<file path="config.mk">
export PLATFORM = sky130hd
export DESIGN_NAME = xu_exec_unit
export DESIGN_NICKNAME = d
export VERILOG_FILES = /design/src/rtl/xu_pkg.sv /design/src/rtl/xu_imm_ext.sv /design/src/rtl/xu_arith.sv /design/src/rtl/xu_shift.sv /design/src/rtl/xu_exec_unit.sv
export SDC_FILE = /design/constraint.sdc
export NUM_CORES = 1
export LEC_CHECK = 0
export BUFFER_PORTS_ARGS = -buffer_cell sky130_fd_sc_hd__clkbuf_2
export CORE_UTILIZATION = 56
export DETAILED_ROUTE_END_ITERATION = 6
export PLACE_DENSITY = 0.81
export SYNTH_ARGS = -nofsm -noshare
export SYNTH_HDL_FRONTEND = slang
export SYNTH_SLANG_ARGS = --single-unit
</file>
<file path="constraint.sdc">
create_clock -name vclk -period 4.62
set_input_delay 0.462 -clock vclk [all_inputs]
set_output_delay 0.462 -clock vclk [all_outputs]
set_load 0.01 [all_outputs]
</file>
<file path="src/rtl/xu_pkg.sv">
package xu_pkg;

    localparam int XU_DATA_W  = 32;
    localparam int XU_IMM_W   = 16;
    localparam int XU_SHAMT_W = $clog2(XU_DATA_W);

    typedef enum logic [2:0] {
        XU_ADD = 3'd0,
        XU_SUB = 3'd1,
        XU_AND = 3'd2,
        XU_OR  = 3'd3,
        XU_SLT = 3'd4,
        XU_SLL = 3'd5,
        XU_SRL = 3'd6,
        XU_LUI = 3'd7
    } xu_op_e;

endpackage

</file>
<file path="src/rtl/xu_imm_ext.sv">
module xu_imm_ext #(
    parameter int DATA_W = 32,
    parameter int IMM_W  = 16
) (
    input  logic [IMM_W-1:0]  imm_i,
    input  logic              sext_i,
    output logic [DATA_W-1:0] ext_o
);
    localparam int PAD_W = DATA_W - IMM_W;

    logic fill_bit;

    always_comb begin
        fill_bit = sext_i & imm_i[IMM_W-1];
        ext_o    = {{PAD_W{fill_bit}}, imm_i};
    end


    always_comb begin
        zext_upper_chk: assert (sext_i || (ext_o[DATA_W-1:IMM_W] == '0))
            else $error("zero extension left upper bits set");
    end
endmodule

</file>
<file path="src/rtl/xu_arith.sv">
module xu_arith #(
    parameter int DATA_W = 32
) (
    input  logic [DATA_W-1:0] a_i,
    input  logic [DATA_W-1:0] opnd_i,
    input  logic [DATA_W-1:0] cmp_b_i,
    input  logic              sub_i,
    output logic [DATA_W-1:0] sum_o,
    output logic              less_o,
    output logic              equal_o
);
    localparam int MSB = DATA_W - 1;

    logic [DATA_W-1:0] plus_val;
    logic [DATA_W-1:0] minus_val;
    logic [DATA_W-1:0] cmp_diff;
    logic              sub_ovf;

    always_comb begin
        plus_val  = a_i + opnd_i;
        minus_val = a_i - opnd_i;
        sum_o     = sub_i ? minus_val : plus_val;
        sub_ovf   = (a_i[MSB] != opnd_i[MSB]) && (minus_val[MSB] != a_i[MSB]);
        less_o    = minus_val[MSB] ^ sub_ovf;
        cmp_diff  = a_i - cmp_b_i;
        equal_o   = (cmp_diff == '0);
    end


    always_comb begin
        eq_flag_chk: assert (equal_o == (a_i == cmp_b_i))
            else $error("equality flag disagrees with operand compare");
    end


    always_comb begin
        signed_less_chk: assert (less_o == ($signed(a_i) < $signed(opnd_i)))
            else $error("signed compare wrong");
    end
endmodule

</file>
<file path="src/rtl/xu_shift.sv">
module xu_shift #(
    parameter int DATA_W  = 32,
    parameter int SHAMT_W = $clog2(DATA_W)
) (
    input  logic [DATA_W-1:0]  val_i,
    input  logic [SHAMT_W-1:0] amt_i,
    input  logic               left_i,
    output logic [DATA_W-1:0]  val_o
);
    logic [DATA_W-1:0]              rev_in;
    logic [DATA_W-1:0]              rev_out;
    logic [SHAMT_W:0][DATA_W-1:0]   stage;

    for (genvar i = 0; i < DATA_W; i++) begin : g_rev
        assign rev_in[i]  = val_i[DATA_W-1-i];
        assign rev_out[i] = stage[SHAMT_W][DATA_W-1-i];
    end

    assign stage[0] = left_i ? rev_in : val_i;

    for (genvar k = 0; k < SHAMT_W; k++) begin : g_stage
        assign stage[k+1] = amt_i[k] ? (stage[k] >> (1 << k)) : stage[k];
    end

    assign val_o = left_i ? rev_out : stage[SHAMT_W];


    always_comb begin
        shift_fill_chk: assert ((amt_i == '0) || (left_i ? (val_o[0] == 1'b0)
                                                         : (val_o[DATA_W-1] == 1'b0)))
            else $error("vacated bit not zero");
    end
endmodule

</file>
<file path="src/rtl/xu_exec_unit.sv">
module xu_exec_unit
    import xu_pkg::*;
#(
    parameter int DATA_W  = XU_DATA_W,
    parameter int IMM_W   = XU_IMM_W,
    parameter int SHAMT_W = $clog2(DATA_W)
) (
    input  logic [DATA_W-1:0]  opnd_a,
    input  logic [DATA_W-1:0]  opnd_b,
    input  logic [IMM_W-1:0]   imm_field,
    input  logic [SHAMT_W-1:0] shamt_field,
    input  logic [2:0]         op_sel,
    input  logic               use_imm,
    input  logic               imm_sext,
    output logic [DATA_W-1:0]  result,
    output logic               equal
);
    localparam int LOW_W = DATA_W - IMM_W;

    xu_op_e            op;
    logic [DATA_W-1:0] imm_ext;
    logic [DATA_W-1:0] opnd_2;
    logic [DATA_W-1:0] arith_val;
    logic              less_val;
    logic [DATA_W-1:0] shift_val;

    assign op     = xu_op_e'(op_sel);
    assign opnd_2 = use_imm ? imm_ext : opnd_b;

    xu_imm_ext #(.DATA_W(DATA_W), .IMM_W(IMM_W)) u_ext (
        .imm_i  (imm_field),
        .sext_i (imm_sext),
        .ext_o  (imm_ext)
    );

    xu_arith #(.DATA_W(DATA_W)) u_arith (
        .a_i     (opnd_a),
        .opnd_i  (opnd_2),
        .cmp_b_i (opnd_b),
        .sub_i   (op == XU_SUB),
        .sum_o   (arith_val),
        .less_o  (less_val),
        .equal_o (equal)
    );

    xu_shift #(.DATA_W(DATA_W), .SHAMT_W(SHAMT_W)) u_shift (
        .val_i  (opnd_b),
        .amt_i  (shamt_field),
        .left_i (op == XU_SLL),
        .val_o  (shift_val)
    );

    always_comb begin
        unique case (op)
            XU_ADD,
            XU_SUB:  result = arith_val;
            XU_AND:  result = opnd_a & opnd_2;
            XU_OR:   result = opnd_a | opnd_2;
            XU_SLT:  result = {{(DATA_W-1){1'b0}}, less_val};
            XU_SLL,
            XU_SRL:  result = shift_val;
            XU_LUI:  result = {imm_field, {LOW_W{1'b0}}};
            default: result = '0;
        endcase
    end


    always_comb begin
        sub_inverse_chk: assert ((op != XU_SUB) || use_imm || ((result + opnd_b) == opnd_a))
            else $error("subtract result does not invert");
    end


    always_comb begin
        slt_range_chk: assert ((op != XU_SLT) || (result[DATA_W-1:1] == '0))
            else $error("set-less-than upper bits set");
    end


    always_comb begin
        lui_low_clear_chk: assert ((op != XU_LUI) || ((result[LOW_W-1:0] == '0)
                                   && (result[DATA_W-1:LOW_W] == imm_field)))
            else $error("load-upper placement wrong");
    end


    always_comb begin
        or_keeps_a_chk: assert ((op != XU_OR) || ((result & opnd_a) == opnd_a))
            else $error("OR cleared a bit of A");
    end
endmodule

</file>
== After elaboration in Yosys (flattened, before gate mapping) ==
Index checks and enable logic that the tools add are counted.

* Word-level logic and storage cells: 31
* Bits of input ports: 90
* Flip-flop bits (word level): 0
* Output and inout bits: 33

* $add $sub $neg: 3
* Bitwise gates (word level): 4
* Reduce and logical (&&, ||, !) cells: 5
* Mux-type cells: 10
* Equality and inequality tests: 9

{| class="wikitable"
|+ Operators with widths
! kind !! number
|-
| $mux W32 || 9
|-
| $pmux W32 S6 || 1
|-
| $sub A32 B32 Y32 || 2
|-
| $add A32 B32 Y32 || 1
|-
| $and A32 B32 Y32 || 1
|-
| $logic_not A32 Y1 || 1
|-
| $or A32 B32 Y32 || 1
|-
| $eq A3 B3 Y1 const B || 4
|-
| $eq A3 B2 Y1 const B || 2
|-
| $reduce_or A2 Y1 || 2
|-
| $eq A3 B1 Y1 const B || 1
|-
| $logic_not A3 Y1 || 1
|-
| $ne A1 B1 Y1 || 2
|-
| $and A1 B1 Y1 || 1
|-
| $logic_and A1 B1 Y1 || 1
|-
| $xor A1 B1 Y1 || 1
|}

== Logic depth before layout (Yosys ltp) ==
Gate-level depths: netlist of the first run.

* Depth after elaboration: 9
* Gate-level depth with buffers: 23
* Gate-level depth less buffers: 20

== Cells and area by module ==
A second synthesis of the first run with hierarchy kept.

* Cells, all modules: 1317
* Area total of the unflattened synthesis: 9686.8 sq um

{| class="wikitable"
|+ By module, submodules not included
! module !! times used !! area each (sq um) !! cells an instance !! seq. area each (sq um)
|-
| xu_arith || 1 || 4724.5 || 723 || 0.0
|-
| xu_shift || 1 || 2985.4 || 343 || 0.0
|-
| xu_exec_unit || 1 || 1730.4 || 218 || 0.0
|-
| xu_imm_ext || 1 || 246.5 || 33 || 0.0
|}

== Worst setup path after synthesis of the first run ==
Ideal clock, no wire load.

* Path type: input-to-output
* Start: input port use_imm
* End: output port result[31]
* Slack: -368 ps
* Data arrival time: 4526 ps
* Cell stages on the path: 20
* Required time: 4158 ps
* Cell sequence: clkbuf_1 -> clkbuf_1 -> nor2_1 -> nor2_1 -> inv_1 -> ha_1 -> clkbuf_1 -> or3_1 -> or3_1 -> nor2_1 -> o21ai_1 -> a311oi_1 -> o21bai_1 -> o21ai_0 -> a222oi_1 -> a21oi_1 -> fa_1 -> a22o_1 -> a221oi_1 -> o31ai_1

* Longest elaborated chain between the ends: 4
* Elaborated cells between the ends (all ways): 7
* Those cells by class: add/sub: 2; mux: 3; bitwise: 2

{| class="wikitable"
|+ Ends and longest elaborated chain
! element !! RTL line !! source
|-
| from (decl) || xu_exec_unit.sv:13 || <nowiki>input logic use_imm,</nowiki>
|-
| $mux W32 * || xu_exec_unit.sv:28 || <nowiki>assign opnd_2 = use_imm ? imm_ext : opnd_b;</nowiki>
|-
| $add A32 B32 Y32 / $sub A32 B32 Y32 (equally long branches) || xu_arith.sv:20, xu_arith.sv:21 ||
|-
| $mux W32 || xu_arith.sv:22 || <nowiki>sum_o = sub_i ? minus_val : plus_val;</nowiki>
|-
| $pmux W32 S6 * || xu_exec_unit.sv:54 || <nowiki>unique case (op)</nowiki>
|-
| to (decl) || xu_exec_unit.sv:15 || <nowiki>output logic [DATA_W-1:0] result,</nowiki>
|}

Every way passes the cells marked *; elsewhere a longest branch is shown, timed or not.

== Worst setup path in the final report of the first run ==
Ends and elaborated chain as after synthesis.

==> results.toml, run 1 <==
[status]
status = "finished with violations"
violations = "DRC, setup timing"

[finish]
num_antenna_cells = 0
layout.nets = 1765
clkbuf_count = 0
num-fill-cells = 1386
final_cell_mix = "166 x buf_4, 133 x inv_1, 121 x ha_1"
multiInputGateArea_um2 = 8494
final_cells = 1760
drive_gt1_share_pct = 25.32
areaGrowthSynthToFinish_pct = 23.58
seq_cells = 0
seq_area_um2 = 0
finalInstanceArea_um2 = 11230
final_common_cell = "buf_4"

[worst_setup_path]
start_kind = "input port"
end_kind = "output port"
cp_max_fo = 4
arrival_ns = 4.48
required_ns = 4.16
critical_path_class = "in2out"

[sta]
drv_slew = 0
hold_slack_ns = 1.565
finalWorstSetupSlack_ns = -0.3228
min_period_over_period_pct = 107.0
finalSetupViolations = 2
tightest_slew_ns = 0.8655
hold_violations = 0
max_freq_mhz = 202.3
maxSlewHeadroom_pct = 42.30
rsz0062_at_grt = "yes"
fin_crit_ns = 4.943

[synthesis]
synthSimpleGateAreaFrac_pct = 20.34
synthAdderAreaFrac_pct = 18.00
yosysSeqAreaShare_pct = 0
synth.distinct_cells = 75
syn_nets = 1551
synth-compound-area-share_pct = 33.83
syn_avg_cell_area_um2 = 6.824
syn_inst = 1332
synth-xor-area-share_pct = 3.276
synth_mux_area_share_pct = 15.29
synth_top_family_by_area = "compound AO/OA/AOI/OAI gates"
syn-cell-area_um2 = 9090
yosys_warnings = 0

[placement]
placed_area_um2 = 10910
place_congestion = 1.074
place.detailed.hpwl_um = 33090
io_buffers = 123
place_inst = 1746

[grt]
grt_pass1_vias = 10926
grt_overflow = 0
grt_max_degree = 68
grt_pass1_wl_um = 60890
antenna_found_initial = 0
globalRouteTotalUtil_pct = 47.69

[hold_path]
worstHoldEndpoint = "result[21]"
hold_depth = 6
hp-start = "imm_field[5]"
hold_class = "in2out"

[power]
power_density_nw_per_um2 = 151.7
p_int_mw = 0.6995
totalPowerFinal_mw = 1.704
p_leak_nw = 5.462
ir_worst_vdd_mv = 0.08632
clkPwrFrac_pct = 0
switching_share_pct = 58.95
p_sw_mw = 1.005
share_comb_of_total_power_pct = 100.0
seqPwrFrac_pct = 0

[drt]
dr.first_iter.drc_count = 1787
viasPerCell = 6.793
wirelength_um = 40930
ant_nets = 0
routed-via-count = 11956
drc = 11
routedWlPerCell_um = 23.26
dr.pass1.iters = 7

[floorplan]
die_area_um2 = 16750
io_pins = 123
die_h_um = 129.4
die_w_um = 129.4
core_area_um2 = 15890
row_count = 46
start_util_pct = 57.22

[flow_run]
cap_violations = 0

[clock_network]
cts_hold_buf = 0
[per-stage QoR]
| step | util, % | setup WS [ns] | setup TNS, ns |
|---|---|---|---|
| floorplan | - | 0.007634 | 0 |
| global placement | 68.67 | -0.3738 | -0.7309 |
| detailed placement | 68.67 | -0.5347 | -0.9947 |
| CTS | 69.90 | -0.2670 | -0.4766 |
| global route | 70.72 | -0.4138 | -0.7618 |
| finish | 70.72 | -0.3228 | -0.5271 |
[worst max path at each step]
stage,from,end,slack (ns)
after floorplan,imm_field[15],result[31],0.008
after global placement,use_imm,result[0],-0.37
after detailed placement,use_imm,result[0],-0.53
after CTS,imm_field[15],result[31],-0.27
after global routing,use_imm,result[31],-0.41
final,use_imm,result[31],-0.32
[cells in the mapped netlist, types with 19 or more instances]
master | count | area [um2]
nand3_1 | 19 | 95.09
xnor2_1 | 20 | 175.2
a21o_1 | 22 | 165.2
mux2i_1 | 59 | 590.6
nor2_1 | 112 | 420.4
nand2_1 | 113 | 424.2
mux4_2 | 34 | 765.7
inv_1 | 135 | 506.7
nor3_1 | 24 | 120.1
a21oi_1 | 117 | 585.6
ha_1 | 126 | 1577
o21a_1 | 25 | 187.7
clkbuf_1 | 66 | 247.7
a211oi_1 | 33 | 247.7
o21ai_0 | 117 | 585.6
[cell type report]
class              instances  share of cell area [%]
multi-input cells       1114                   75.62
repair buffers           292                   17.34
inverters                138                   4.634
well taps                216                   2.406
[power groups by stage]
stage          registers, mW  logic (mW)  clock network (mW)
4_1_cts                    0        1.61                   0
3_5_place_dp               0        1.57                   0
6_report                   0        1.70                   0
5_1_grt                    0        1.81                   0
2_1_floorplan              0       0.989                   0
3_3_place_gp               0        1.55                   0
[critical path, cell delays in order]
cell	delay, ns
buf_8	0.11
and2_4	0.20
buf_6	0.13
nor2_4	0.09
inv_2	0.06
ha_4	0.23
or3_4	0.33
or3_4	0.40
nor2_4	0.15
o21ai_2	0.09
a311oi_4	0.38
o21bai_4	0.12
o21ai_2	0.19
a222oi_1	0.11
a21oi_1	0.24
fa_2	0.46
a22o_1	0.23
a221oi_2	0.22
o31ai_2	0.11
buf_2	0.17
[cells by family (layout without fill, tap and decap cells)]
group,after synthesis,in the layout
XOR/XNOR,34,34
buffers and inverters,218,430
AND/OR/NAND/NOR,385,385
AO/OA/AOI/OAI,470,470
adder cells (fa/ha/maj),129,129
multiplexers,96,96
[routing by layer]
layer  track usage [%]  wire length [um]  vias to the layer above  part of all wire (%)
met5                 0                 0                        -                     0
met4             23.67              2439                        0                   6.0
met3             10.69              5137                      187                    13
met2             76.25             17940                      898                    44
met1             60.34             15410                     5552                    38
li1                  -                 -                     5319                     -
[timing repair]
action,CTS,global route
buffers inserted,10,4
gates cloned,1,0
endpoints found under the setup margin,2,14
pin swaps,24,20
gates resized for setup,19,30
Power figures use the tool's default switching activity.
==> run 2: changes to the inputs <==
- ABC_AREA: unset -> 1
- CORE_UTILIZATION: 56 -> 57
- PLACE_DENSITY: 0.81 -> 0.82
==> results.toml, run 2 <==
[power]
totalPowerFinal_mw = 1.613
clkPwrFrac_pct = 0
p_int_mw = 0.5275
p_leak_nw = 5.840
ir_worst_vdd_mv = 0.09146
p_sw_mw = 1.085
seqPwrFrac_pct = 0
switching_share_pct = 67.29
share_comb_of_total_power_pct = 100.0
power_density_nw_per_um2 = 151.3

[synthesis]
synthTopCellsByArea = "nand2_1 18%, ha_1 16%, inv_1 9.8%, a21oi_1 9.1%, nand3_1 8.4%"
syn-cell-area_um2 = 9872
yosys_warnings = 0
syn_inst = 1888
yosysSeqAreaShare_pct = 0
synth_top_area_cell = "nand2_1"
syn_nets = 2107
synth.distinct_cells = 51
synth_top_area_share_pct = 18.40
yosysMostFrequentCell = "nand2_1"
syn_avg_cell_area_um2 = 5.229
synthTopCellsByCount = "484 x nand2_1, 258 x inv_1, 179 x a21oi_1"

[floorplan]
io_pins = 123
die_w_um = 133.6
die_area_um2 = 17850
start_util_pct = 58.90
core_area_um2 = 16760
die_h_um = 133.6
row_count = 47

[finish]
final_cells = 2180
final_cell_mix = "483 x nand2_1, 257 x inv_1, 179 x a21oi_1"
areaGrowthSynthToFinish_pct = 7.947
final_common_cell = "nand2_1"
num-fill-cells = 1813
finalInstanceArea_um2 = 10660
clkbuf_count = 0
seq_cells = 0
drive_gt1_share_pct = 10.82
multiInputGateArea_um2 = 8494
seq_area_um2 = 0
layout.nets = 2180

[grt]
grt_pass1_wl_um = 64440
grt_overflow = 0
globalRouteTotalUtil_pct = 46.68
grt_max_degree = 66
antenna_found_initial = 0
grt_pass1_vias = 12090

[status]
status = "finished with violations"
violations = "DRC"

[drt]
ant_nets = 0
routed-via-count = 13356
wirelength_um = 42380
routedWlPerCell_um = 19.44
dr.pass1.iters = 7
viasPerCell = 6.127
dr.first_iter.drc_count = 1883
drc = 12

[placement]
place.detailed.hpwl_um = 35250
place_congestion = 1.065
place_inst = 2176
io_buffers = 123
placed_area_um2 = 10610

[sta]
fin_crit_ns = 4.496
maxSlewHeadroom_pct = 22.17
hold_violations = 0
max_freq_mhz = 222.4
setup_tns_ns = 0
drv_slew = 0
finalSetupViolations = 0
tightest_slew_ns = 1.164
min_period_over_period_pct = 97.33
hold_slack_ns = 1.381

[worst_setup_path]
startpoint = "use_imm"
cp_max_fo = 30
start_kind = "input port"
required_ns = 4.16
end_kind = "output port"
critical_path_class = "in2out"
arrival_ns = 4.03
endpoint = "result[0]"

[flow_run]
cap_violations = 0

[hold_path]
hold_class = "in2out"
hold_depth = 4

[clock_network]
cts_hold_buf = 0
run 2: logic make-up after synthesis:
family | synth area share (%)
compound gates | 26.17
fa+ha+maj | 16.58
xor+xnor | 3.638
mux | 0.8112
simple gates | 38.62
buf+inv | 14.18
run 2: area by class of cell:
class	instances	share of cell area [%]
well taps	220	2.583
repair buffers	157	8.172
inverters	267	9.440
diodes	1	0.02348
multi-input cells	1534	79.71
repair inverters	1	0.07045
run 2: power by group through the flow:
stage | registers, mW | logic, mW | clock network [mW]
6_report | 0 | 1.61 | 0.0000000138
3_3_place_gp | 0 | 1.52 | 0
4_1_cts | 0 | 1.55 | 0
3_5_place_dp | 0 | 1.54 | 0
5_1_grt | 0 | 1.75 | 0
2_1_floorplan | 0 | 1.05 | 0
run 2: per-layer routing:
metal / share of wire [%] / GRT usage [%] / vias up
met5: 0 / 0 / -
li1: - / - / 6371
met4: 7.0 / 29.23 / 0
met3: 11 / 6.355 / 202
met2: 43 / 74.86 / 905
met1: 39 / 58.81 / 5878
run 2: worst max-delay path: stages:
cell and delay (ns):
clkbuf_2 0.09, buf_4 0.21, nand2_2 0.17, clkinvlp_4 0.20, a21oi_1 0.23, inv_1 0.11
ha_1 0.34, nor2_1 0.07, buf_4 0.14, nand2_1 0.05, nand2_1 0.04, a31oi_1 0.21
o211ai_1 0.18, nand4_1 0.10, o311ai_0 0.25, fa_1 0.54, o21ai_0 0.22, a211oi_1 0.08
a21oi_1 0.17, clkbuf_2 0.15
run 2: through the flow:
step	util, %	setup slack [ns]
after floorplan	-	0.7162
after global placement	63.31	0.3045
after detailed placement	63.31	0.1351
after CTS	63.31	0.1380
after global routing	63.57	-0.05431
final	63.58	0.1235
run 2: worst min-delay path by stage:
| stage | start | to |
|---|---|---|
| after floorplan | imm_field[1] | result[17] |
| after global placement | imm_field[12] | result[28] |
| after detailed placement | imm_field[12] | result[28] |
| after CTS | imm_field[12] | result[28] |
| after global routing | imm_field[12] | result[28] |
| final | imm_field[12] | result[28] |
run 2: repair_timing:
item | in CTS | in global routing
endpoints found under the setup margin | 0 | 2
resized for setup | 0 | 11
buffers inserted | 0 | 2
==> run 3: changes to the inputs <==
- MAX_ROUTING_LAYER: unset -> met4
==> results.toml, run 3 (synthesis results as in run 2) <==
[status]
status = "finished with violations"
violations = "DRC"

[sta]
tightest_slew_ns = 1.076
setup_tns_ns = 0
rsz0062_at_grt = "no"
max_freq_mhz = 226.3
hold_violations = 0
fin_crit_ns = 4.418
min_period_over_period_pct = 95.64
finalWorstSetupSlack_ns = 0.2016
drv_slew = 0
maxSlewHeadroom_pct = 28.10
hold_slack_ns = 1.388
finalSetupViolations = 0

[flow_run]
cap_violations = 0

[worst_setup_path]
end_kind = "output port"
slowest_delay_ns = 0.50
required_ns = 4.16
critical_path_class = "in2out"
cp_cell_sequence = "clkbuf_2 -> buf_4 -> o21ai_0 -> ha_1 -> o21ai_0 -> a21oi_1 -> nand2_1 -> nand3b_1 -> o211ai_1 -> nand4_1 -> o311ai_1 -> fa_1 -> nor2_1 -> nor2_1 -> o21ai_0 -> nand3_1 -> clkbuf_2"
cp_common_cell = "o21ai_0"
cp_max_fo = 30
arrival_ns = 3.96
slowest_stage = "o21ai_0"
startpoint = "use_imm"
start_kind = "input port"

[floorplan]
die_h_um = 133.6
die_area_um2 = 17850
core_area_um2 = 16760
io_pins = 123
row_count = 47
die_w_um = 133.6
start_util_pct = 58.90

[drt]
dr.pass1.iters = 7
ant_nets = 0
dr_wl_met3_um = 5042
dr.first_iter.drc_count = 1681
wl_met2_um = 17790
viasPerCell = 6.177
routed-via-count = 13484
highest_layer = "met4"
routedWlPerCell_um = 19.27
wirelength_um = 42070
drc = 8
wl_met1_um = 16050

[finish]
seq_cells = 0
final_cell_mix = "484 x nand2_1, 257 x inv_1, 179 x a21oi_1"
postLayoutCoreUtil_pct = 63.68
clkbuf_count = 0
layout.nets = 2182
final_common_cell = "nand2_1"
num-fill-cells = 1796
finalInstanceArea_um2 = 10670
areaGrowthSynthToFinish_pct = 8.111
seq_area_um2 = 0
drive_gt1_share_pct = 10.86

[placement]
place.detailed.hpwl_um = 35040
io_buffers = 123
place_congestion = 1.142
place_ws_ns = 0.04505
placed_area_um2 = 10620

[hold_path]
hp-start = "imm_field[12]"
hold_class = "in2out"

[grt]
antenna_found_initial = 1
grt_max_degree = 67
grt_pass1_wl_um = 64520
globalRouteTotalUtil_pct = 47.64
grt_overflow = 0
grt_pass1_vias = 12150

[clock_network]
cts_hold_buf = 0

[power]
p_leak_nw = 5.853
ir_worst_vdd_mv = 0.1286
power_density_nw_per_um2 = 151.0
==> run 3: worst max-delay path, delay by kind of cell <==
family | cells | cell delay, ns
buffers and inverters | 3 | 0.48
AOI/OAI and AO/OA | 6 | 1.41
and+or+nand+nor | 6 | 0.67
adders and majority gates | 2 | 0.92
==> run 3: timing repair <==
action | CTS | global route
endpoints found under the setup margin | 0 | 2
buffers inserted | 0 | 4
resized for setup | 0 | 11
==> run 3: power breakdown <==
group	internal (mW)	total (mW)	switching, mW
sequential	0	0	0
combinational	0.528	1.61	1.08
clock	0.0000000395	0.0000000395	0
==> run 3: cell type report <==
cell class / instances / area, um2 / area share [%]
Antenna cell: 2 / 5.005 / 0.04689
Inverter: 267 / 1006 / 9.426
Multi-Input combinational cell: 1534 / 8493 / 79.58
Tap cell: 220 / 275.3 / 2.579
Timing Repair Buffer: 160 / 893.4 / 8.370
==> run 3: path summary, 6_finish.rpt <==
check | endpoint | slack (ns) | cells past startpoint
setup / recovery | result[31] | 0.20 | 17
hold / removal | result[28] | 1.39 | 4
==> run 3: stage by stage <==
stage,total power [mW],instances
floorplan,1.053,1888
global placement,1.517,2177
detailed placement,1.536,2177
CTS,1.544,2177
global route,1.756,2182
finish,1.611,2183
==> run 3: per-layer routing <==
layer	up-vias	GRT usage (%)
li1	6369	-
met1	5955	58.06
met2	947	73.55
met3	213	7.877
met4	0	28.28
met5	-	-
